[config.mk]
export PLATFORM = sky130hd
export DESIGN_NAME = quad_load_unit
export DESIGN_NICKNAME = d
export VERILOG_FILES = /design/src/rtl/quad_load_unit.sv
export SDC_FILE = /design/constraint.sdc
export NUM_CORES = 1
export LEC_CHECK = 0
export BUFFER_PORTS_ARGS = -buffer_cell sky130_fd_sc_hd__buf_2
export CAP_MARGIN = 10
export CORE_AREA = 2 2 191 193
export CTS_CLUSTER_DIAMETER = 30
export DETAILED_ROUTE_END_ITERATION = 8
export DIE_AREA = 0 0 193 195
export SYNTH_ARGS = -nofsm -noshare
export SYNTH_HDL_FRONTEND = slang
export SYNTH_SLANG_ARGS = --single-unit
[constraint.sdc]
create_clock -name clk -period 5.25 [get_ports clk]
set_input_delay 0.7875 -clock clk [delete_from_list [all_inputs] [get_ports clk]]
set_output_delay 0.7875 -clock clk [all_outputs]
set_load 0.03 [all_outputs]
[src/rtl/quad_load_unit.sv]
module quad_load_unit #(
  parameter int ADDR_W = 40,
  parameter int DW = 64,
  parameter logic [7:0] ASI_BE = 8'h34,
  parameter logic [7:0] ASI_LE = 8'h3C,
  localparam int QW = 2 * DW,
  localparam int NB = DW / 8
) (
  input  logic              clk,
  input  logic              rst_n,
  input  logic              issue_valid,
  output logic              issue_ready,
  input  logic [31:0]       insn,
  input  logic [DW-1:0]     rs1_val,
  input  logic [DW-1:0]     rs2_val,
  input  logic [7:0]        asi_state,
  input  logic              priv,
  input  logic              cacheable,
  output logic              mem_req_valid,
  input  logic              mem_req_ready,
  output logic [ADDR_W-1:0] mem_req_addr,
  input  logic              mem_rsp_valid,
  input  logic [QW-1:0]     mem_rsp_data,
  output logic              rf_we,
  output logic [4:0]        rf_waddr_even,
  output logic [DW-1:0]     rf_wdata_even,
  output logic [4:0]        rf_waddr_odd,
  output logic [DW-1:0]     rf_wdata_odd,
  output logic              exc_priv,
  output logic              exc_align,
  output logic              exc_access
);

  typedef enum logic [1:0] {S_IDLE, S_REQ, S_WAIT} state_t;
  state_t state;

  function automatic logic [DW-1:0] swap_bytes(input logic [DW-1:0] v);
    logic [DW-1:0] r;
    for (int b = 0; b < NB; b++) r[8*b +: 8] = v[DW-8-8*b +: 8];
    return r;
  endfunction

  logic [7:0]    asi;
  logic [DW-1:0] offset, ea;
  logic          is_alt, is_quad, hit, e_priv, e_align, e_op, e_nc, go;
  logic [3:0]    rd_q;
  logic          le_q;
  logic [ADDR_W-1:0] addr_q;
  logic          unused_bits;

  assign asi     = insn[13] ? asi_state : insn[12:5];
  assign offset  = insn[13] ? {{(DW-13){insn[12]}}, insn[12:0]} : rs2_val;
  assign ea      = rs1_val + offset;
  assign is_alt  = (insn[31:30] == 2'b11) && insn[23];
  assign is_quad = (asi == ASI_BE) || (asi == ASI_LE);
  assign hit     = issue_valid && issue_ready && is_alt && is_quad;

  assign e_priv  = !priv;
  assign e_align = ea[3:0] != 4'd0;
  assign e_op    = insn[24:19] != 6'b010011;
  assign e_nc    = !cacheable;
  assign go      = hit && !e_priv && !e_align && !e_op && !e_nc;

  assign issue_ready   = state == S_IDLE;
  assign mem_req_valid = state == S_REQ;
  assign mem_req_addr  = addr_q;
  assign unused_bits   = ^{insn[18:14], ea[DW-1:ADDR_W]};

  always_ff @(posedge clk) begin
    if (!rst_n) begin
      state         <= S_IDLE;
      addr_q        <= '0;
      rd_q          <= '0;
      le_q          <= 1'b0;
      rf_we         <= 1'b0;
      rf_waddr_even <= '0;
      rf_waddr_odd  <= '0;
      rf_wdata_even <= '0;
      rf_wdata_odd  <= '0;
      exc_priv      <= 1'b0;
      exc_align     <= 1'b0;
      exc_access    <= 1'b0;
    end else begin
      rf_we      <= 1'b0;
      exc_priv   <= hit && e_priv;
      exc_align  <= hit && !e_priv && e_align;
      exc_access <= hit && !e_priv && !e_align && (e_op || e_nc);
      case (state)
        S_IDLE: if (go) begin
          state  <= S_REQ;
          addr_q <= ea[ADDR_W-1:0];
          rd_q   <= insn[29:26];
          le_q   <= asi == ASI_LE;
        end
        S_REQ: if (mem_req_ready) state <= S_WAIT;
        S_WAIT: if (mem_rsp_valid) begin
          state         <= S_IDLE;
          rf_we         <= 1'b1;
          rf_waddr_even <= {rd_q, 1'b0};
          rf_waddr_odd  <= {rd_q, 1'b1};
          rf_wdata_even <= le_q ? swap_bytes(mem_rsp_data[QW-1:DW]) : mem_rsp_data[QW-1:DW];
          rf_wdata_odd  <= le_q ? swap_bytes(mem_rsp_data[DW-1:0])  : mem_rsp_data[DW-1:0];
        end
        default: state <= S_IDLE;
      endcase
    end
  end

endmodule


Word-level counts from Yosys, hierarchy flattened --
Cells that the tools add are included.
Cells by class: $add $sub $neg 1, equality and inequality tests 9, muxes and demuxes 9, reductions and logical operators 23
Operator list (number):
- $mux 64 | 2
- $add 40x40->40 | 1
- $mux 40 | 1
- $eq 8x6->1 const B | 2
- $logic_and 1x1->1 | 11
- $mux 8 | 1
- $mux 2 | 3
- $ne 6x5->1 const B | 1
- $pmux 2 s3 | 1
- $reduce_and 2->1 | 3
- $eq 2x2->1 const B | 2
- $logic_not 1->1 | 4
- $ne 2x1->1 const B | 2
- $reduce_bool 4->1 | 1
- $reduce_and 3->1 | 1
- $eq 2x1->1 const B | 1
- $logic_not 2->1 | 1
- $logic_or 1x1->1 | 2
- $ne 2x2->1 const B | 1
- $mux 1 | 1
Storage, ports and cells: register bits after elaboration 188

Longest topological paths before layout --
word-level depth 10, depth in mapped cells 15, mapped depth without buffers 12

Least setup slack after synthesis --
No wires, ideal clock.
path kind input to register, start point input port insn[13], end point register addr_q[37], in the netlist mem_req_addr[37], setup time 0.087 ns, arrival time 3.949 ns, slack 1.214 ns, stages 14, cells stage by stage clkbuf_1 > buf_1 > clkbuf_1 > mux2i_1 > inv_1 > ha_1 > a211oi_1 > o21ai_1 > a2111oi_2 > nand2_2 > a31oi_4 > o31ai_1 > and2_1 > o31ai_1
On the way: cells in the longest elaborated chain, start to end 9, elaborated cells between the ends (all ways) 14, those cells by class add/sub: 1; eq/ne: 2; mux: 2; reduce/logical: 9
RTL lines:
- start: declaration | RTL line 13 | input logic [31:0] insn,
- branches (longest 9 deep; another with $add 40x40->40)
- end signal: assignment | RTL line 91 | addr_q <= ea[ADDR_W-1:0];
- end: declaration | RTL line 48 | logic [ADDR_W-1:0] addr_q;
Parallel ways; which one is timed is not known. A chain may end at the register's enable or synchronous reset.

Final worst setup path --
start point input port insn[13], end point register addr_q[38], in the netlist mem_req_addr[38]
Same word-level chain as after synthesis.

==> metrics.cfg <==
[yosys]
synth_cell_types=73
seq_area_frac_synth_pct=35.6
postSynthAreaPerCell_um2=8.43
syn_area_um2=10300
yosys.area.top_type_share_pct=35.6
ys_top_cells_by_area=dfxtp_1, mux2i_1, a211oi_1, nor2_1, ha_1
yosys.area.top_type=dfxtp_1
ys_ff_latch=184
synth_async_sr_flop_share_pct=0
synth_flop_cell=dfxtp_1
syn_inst=1226
yosysWarnings=0
synth-edff-count=0
synth_nets=1569

[sta]
max_clock_freq_ghz=0.251
setup_violations=0
finalSetupTns_ns=0
fin_crit_sh_pct=76.0
slew-limit-headroom_pct=34.3
max_slew.worst_pin.slew_ns=0.986
drv_slew=0
finalHoldViolations=0
rsz0062_at_grt=no
skew_ns=0.0151
fin_crit_ns=3.99

[run]
cap_viol_max_count=0

[global_routing]
grt_pass1_vias=9926
antenna_found_initial=5
grt_usage_pct=18.0
grt_pass1_wl_um=53400
overflow=0
grt_max_degree=190

[route]
ant_nets=0
finalWirelength_um=35300
first_pass_iters=5
via_count=10300
wl_per_cell_um=17.1
drc=0
viasPerCell=4.97
drt_iter0_drc=452

[die]
die_area_um2=37600
core_area_um2=35400
die_w_um=193
num_rows=69
die_h_um=195
io_pins=487
floorplan.initialDensity_pct=29.2

[clock_network]
cts_max_path_buffers=2
cts_buffers=17
hold_buffers=0
cts_root_buf=clkbuf_16
clkLatencyLatePin_ns=0.45
cts-resized-gates=0
cts-htree-levels=4
cts_tree=built
numClockSinks=184
clkTransAtPathRegs_ns=0.07
cts_setup_buffers=0

[critical_path]
cp-end-kind=flip-flop
cp.required_ns=5.55
path_common_cell=a21o_1
max_stage_delay_ns=0.61
crit_buf_inv=1
path_cells=buf_2, nand2_1, o21ai_0, ha_1, a21o_1, a21o_1, a21oi_1, o22ai_1, or4b_1, o2111ai_1, o31a_1, o211ai_1
crit_type=input pin to flip-flop
cp_top_family=compound AO/OA/AOI/OAI gates
start_kind=input pin
critPathSlowestCell=nand2_1
crit_arrival_ns=4.29
crit_path_max_fanout=33

[finish]
n_fill_cell=3701
postLayoutCoreUtil_pct=37.8
finalNetCount=1934
mostFrequentLayoutCells=buf_2, dfxtp_1, nor2_1
drive_gt1_share_pct=31.7
syn_to_final_growth_pct=29.4
seqCellArea_um2=3690
final_common_cell=buf_2
multiInputGateArea_um2=6070

[min_path]
hp-class=flip-flop to flip-flop

[pwr]
p_leak_nw=5.66
powerDensity_nw_per_um2=247
vdd_drop_max_mv=0.211
switchingPower_w=0.000961
p_seq_share_pct=42.1
p_comb_share_pct=17.4
clockPowerShare_pct=40.5
netSwitchingFraction_pct=29.0
internal_power_w=0.00235

[place]
routabilityCongestion=0.881
port_buffers=431
dpl.hpwl_um=26800

[outcome]
status=complete, no violations

## logic make-up (layout without fill, tap and decap cells)
family / after synthesis / in the layout / share of synthesized area (%)
simple gates: 352 / 352 / 15.5
compound gates: 341 / 341 / 22.2
flops: 184 / 184 / 35.6
mux: 142 / 142 / 13.9
buf+inv: 140 / 518 / 5.62
fa+ha+maj: 40 / 40 / 4.92
xor+xnor: 26 / 26 / 2.20
other cells: 1 / 5 / 0.0363
## power by group through the flow
stage          sequential, W  clock, W  combinational, W
2_1_floorplan        0.00143         0          0.000366
3_3_place_gp         0.00143         0          0.000561
3_5_place_dp         0.00143         0          0.000564
4_1_cts              0.00139   0.00138          0.000569
5_1_grt              0.00139   0.00143          0.000636
6_report             0.00139   0.00134          0.000576
## final timing paths
kind	start	end	slack, ns	cells past startpoint
max	insn[13]	mem_req_addr[38]$_SDFFE_PN0P_	1.26	12
min reg2reg	mem_req_addr[9]$_SDFFE_PN0P_	mem_req_addr[9]$_SDFFE_PN0P_	0.45	2
min	mem_req_addr[9]$_SDFFE_PN0P_	mem_req_addr[9]$_SDFFE_PN0P_	0.45	2
max reg2reg	le_q$_SDFFE_PN0P_	rf_wdata_even[62]$_SDFFE_PN0P_	3.01	3
## cell usage after synthesis, types with 14 or more instances
cell / number
clkbuf_1: 76
nand2_1: 87
a21oi_1: 75
dfxtp_1: 184
nand3_1: 28
ha_1: 39
a21o_1: 17
a211oi_1: 136
inv_1: 42
mux2i_1: 131
o21ai_0: 56
xnor2_1: 14
nor2_1: 160
## state kept, by name, indices dropped and copies added, names as in the netlist
register / count
rf_wdata_even: 64
rf_wdata_odd: 64
mem_req_addr: 40
rf_waddr_odd: 5
rd_q: 4
state: 2
exc_access: 1
exc_align: 1
exc_priv: 1
le_q: 1
rf_we: 1
## metal layers
layer | track usage, % | vias to the layer above | wire, um
met5 | 0 | - | 15
met4 | 5.53 | 2 | 608
met3 | 4.40 | 39 | 2620
met1 | 21.6 | 4685 | 15000
met2 | 31.6 | 373 | 17100
li1 | - | 5174 | -
## tightest hold or removal path, stage by stage (launching register included)
cell and delay (ns):
dfxtp_1 0.31, nand2_1 0.05, a21oi_1 0.05
## cell type report
cell class / instances / area share [%]
Antenna cell: 4 / 0.0748
Clock buffer: 20 / 3.50
Clock inverter: 12 / 0.992
Inverter: 43 / 1.24
Multi-Input combinational cell: 902 / 45.4
Sequential cell: 184 / 27.6
Tap cell: 461 / 4.31
Timing Repair Buffer: 443 / 16.9
## stage by stage
| stage | area, um^2 | worst slack (ns) | power, W | cells | hold slack (ns) |
|---|---|---|---|---|---|
| after floorplan | 10300 | 1.21 | 0.00179 | 1226 | 0.432 |
| after global placement | 12800 | 0.903 | 0.00199 | 2033 | 0.438 |
| after detailed placement | 12800 | 0.829 | 0.00199 | 2033 | 0.445 |
| after CTS | 13400 | 1.32 | 0.00334 | 2065 | 0.457 |
| after global routing | 13400 | 0.935 | 0.00346 | 2069 | 0.483 |
| final | 13400 | 1.26 | 0.00331 | 2069 | 0.450 |
Note: power is estimated with default switching activity, not from simulation.
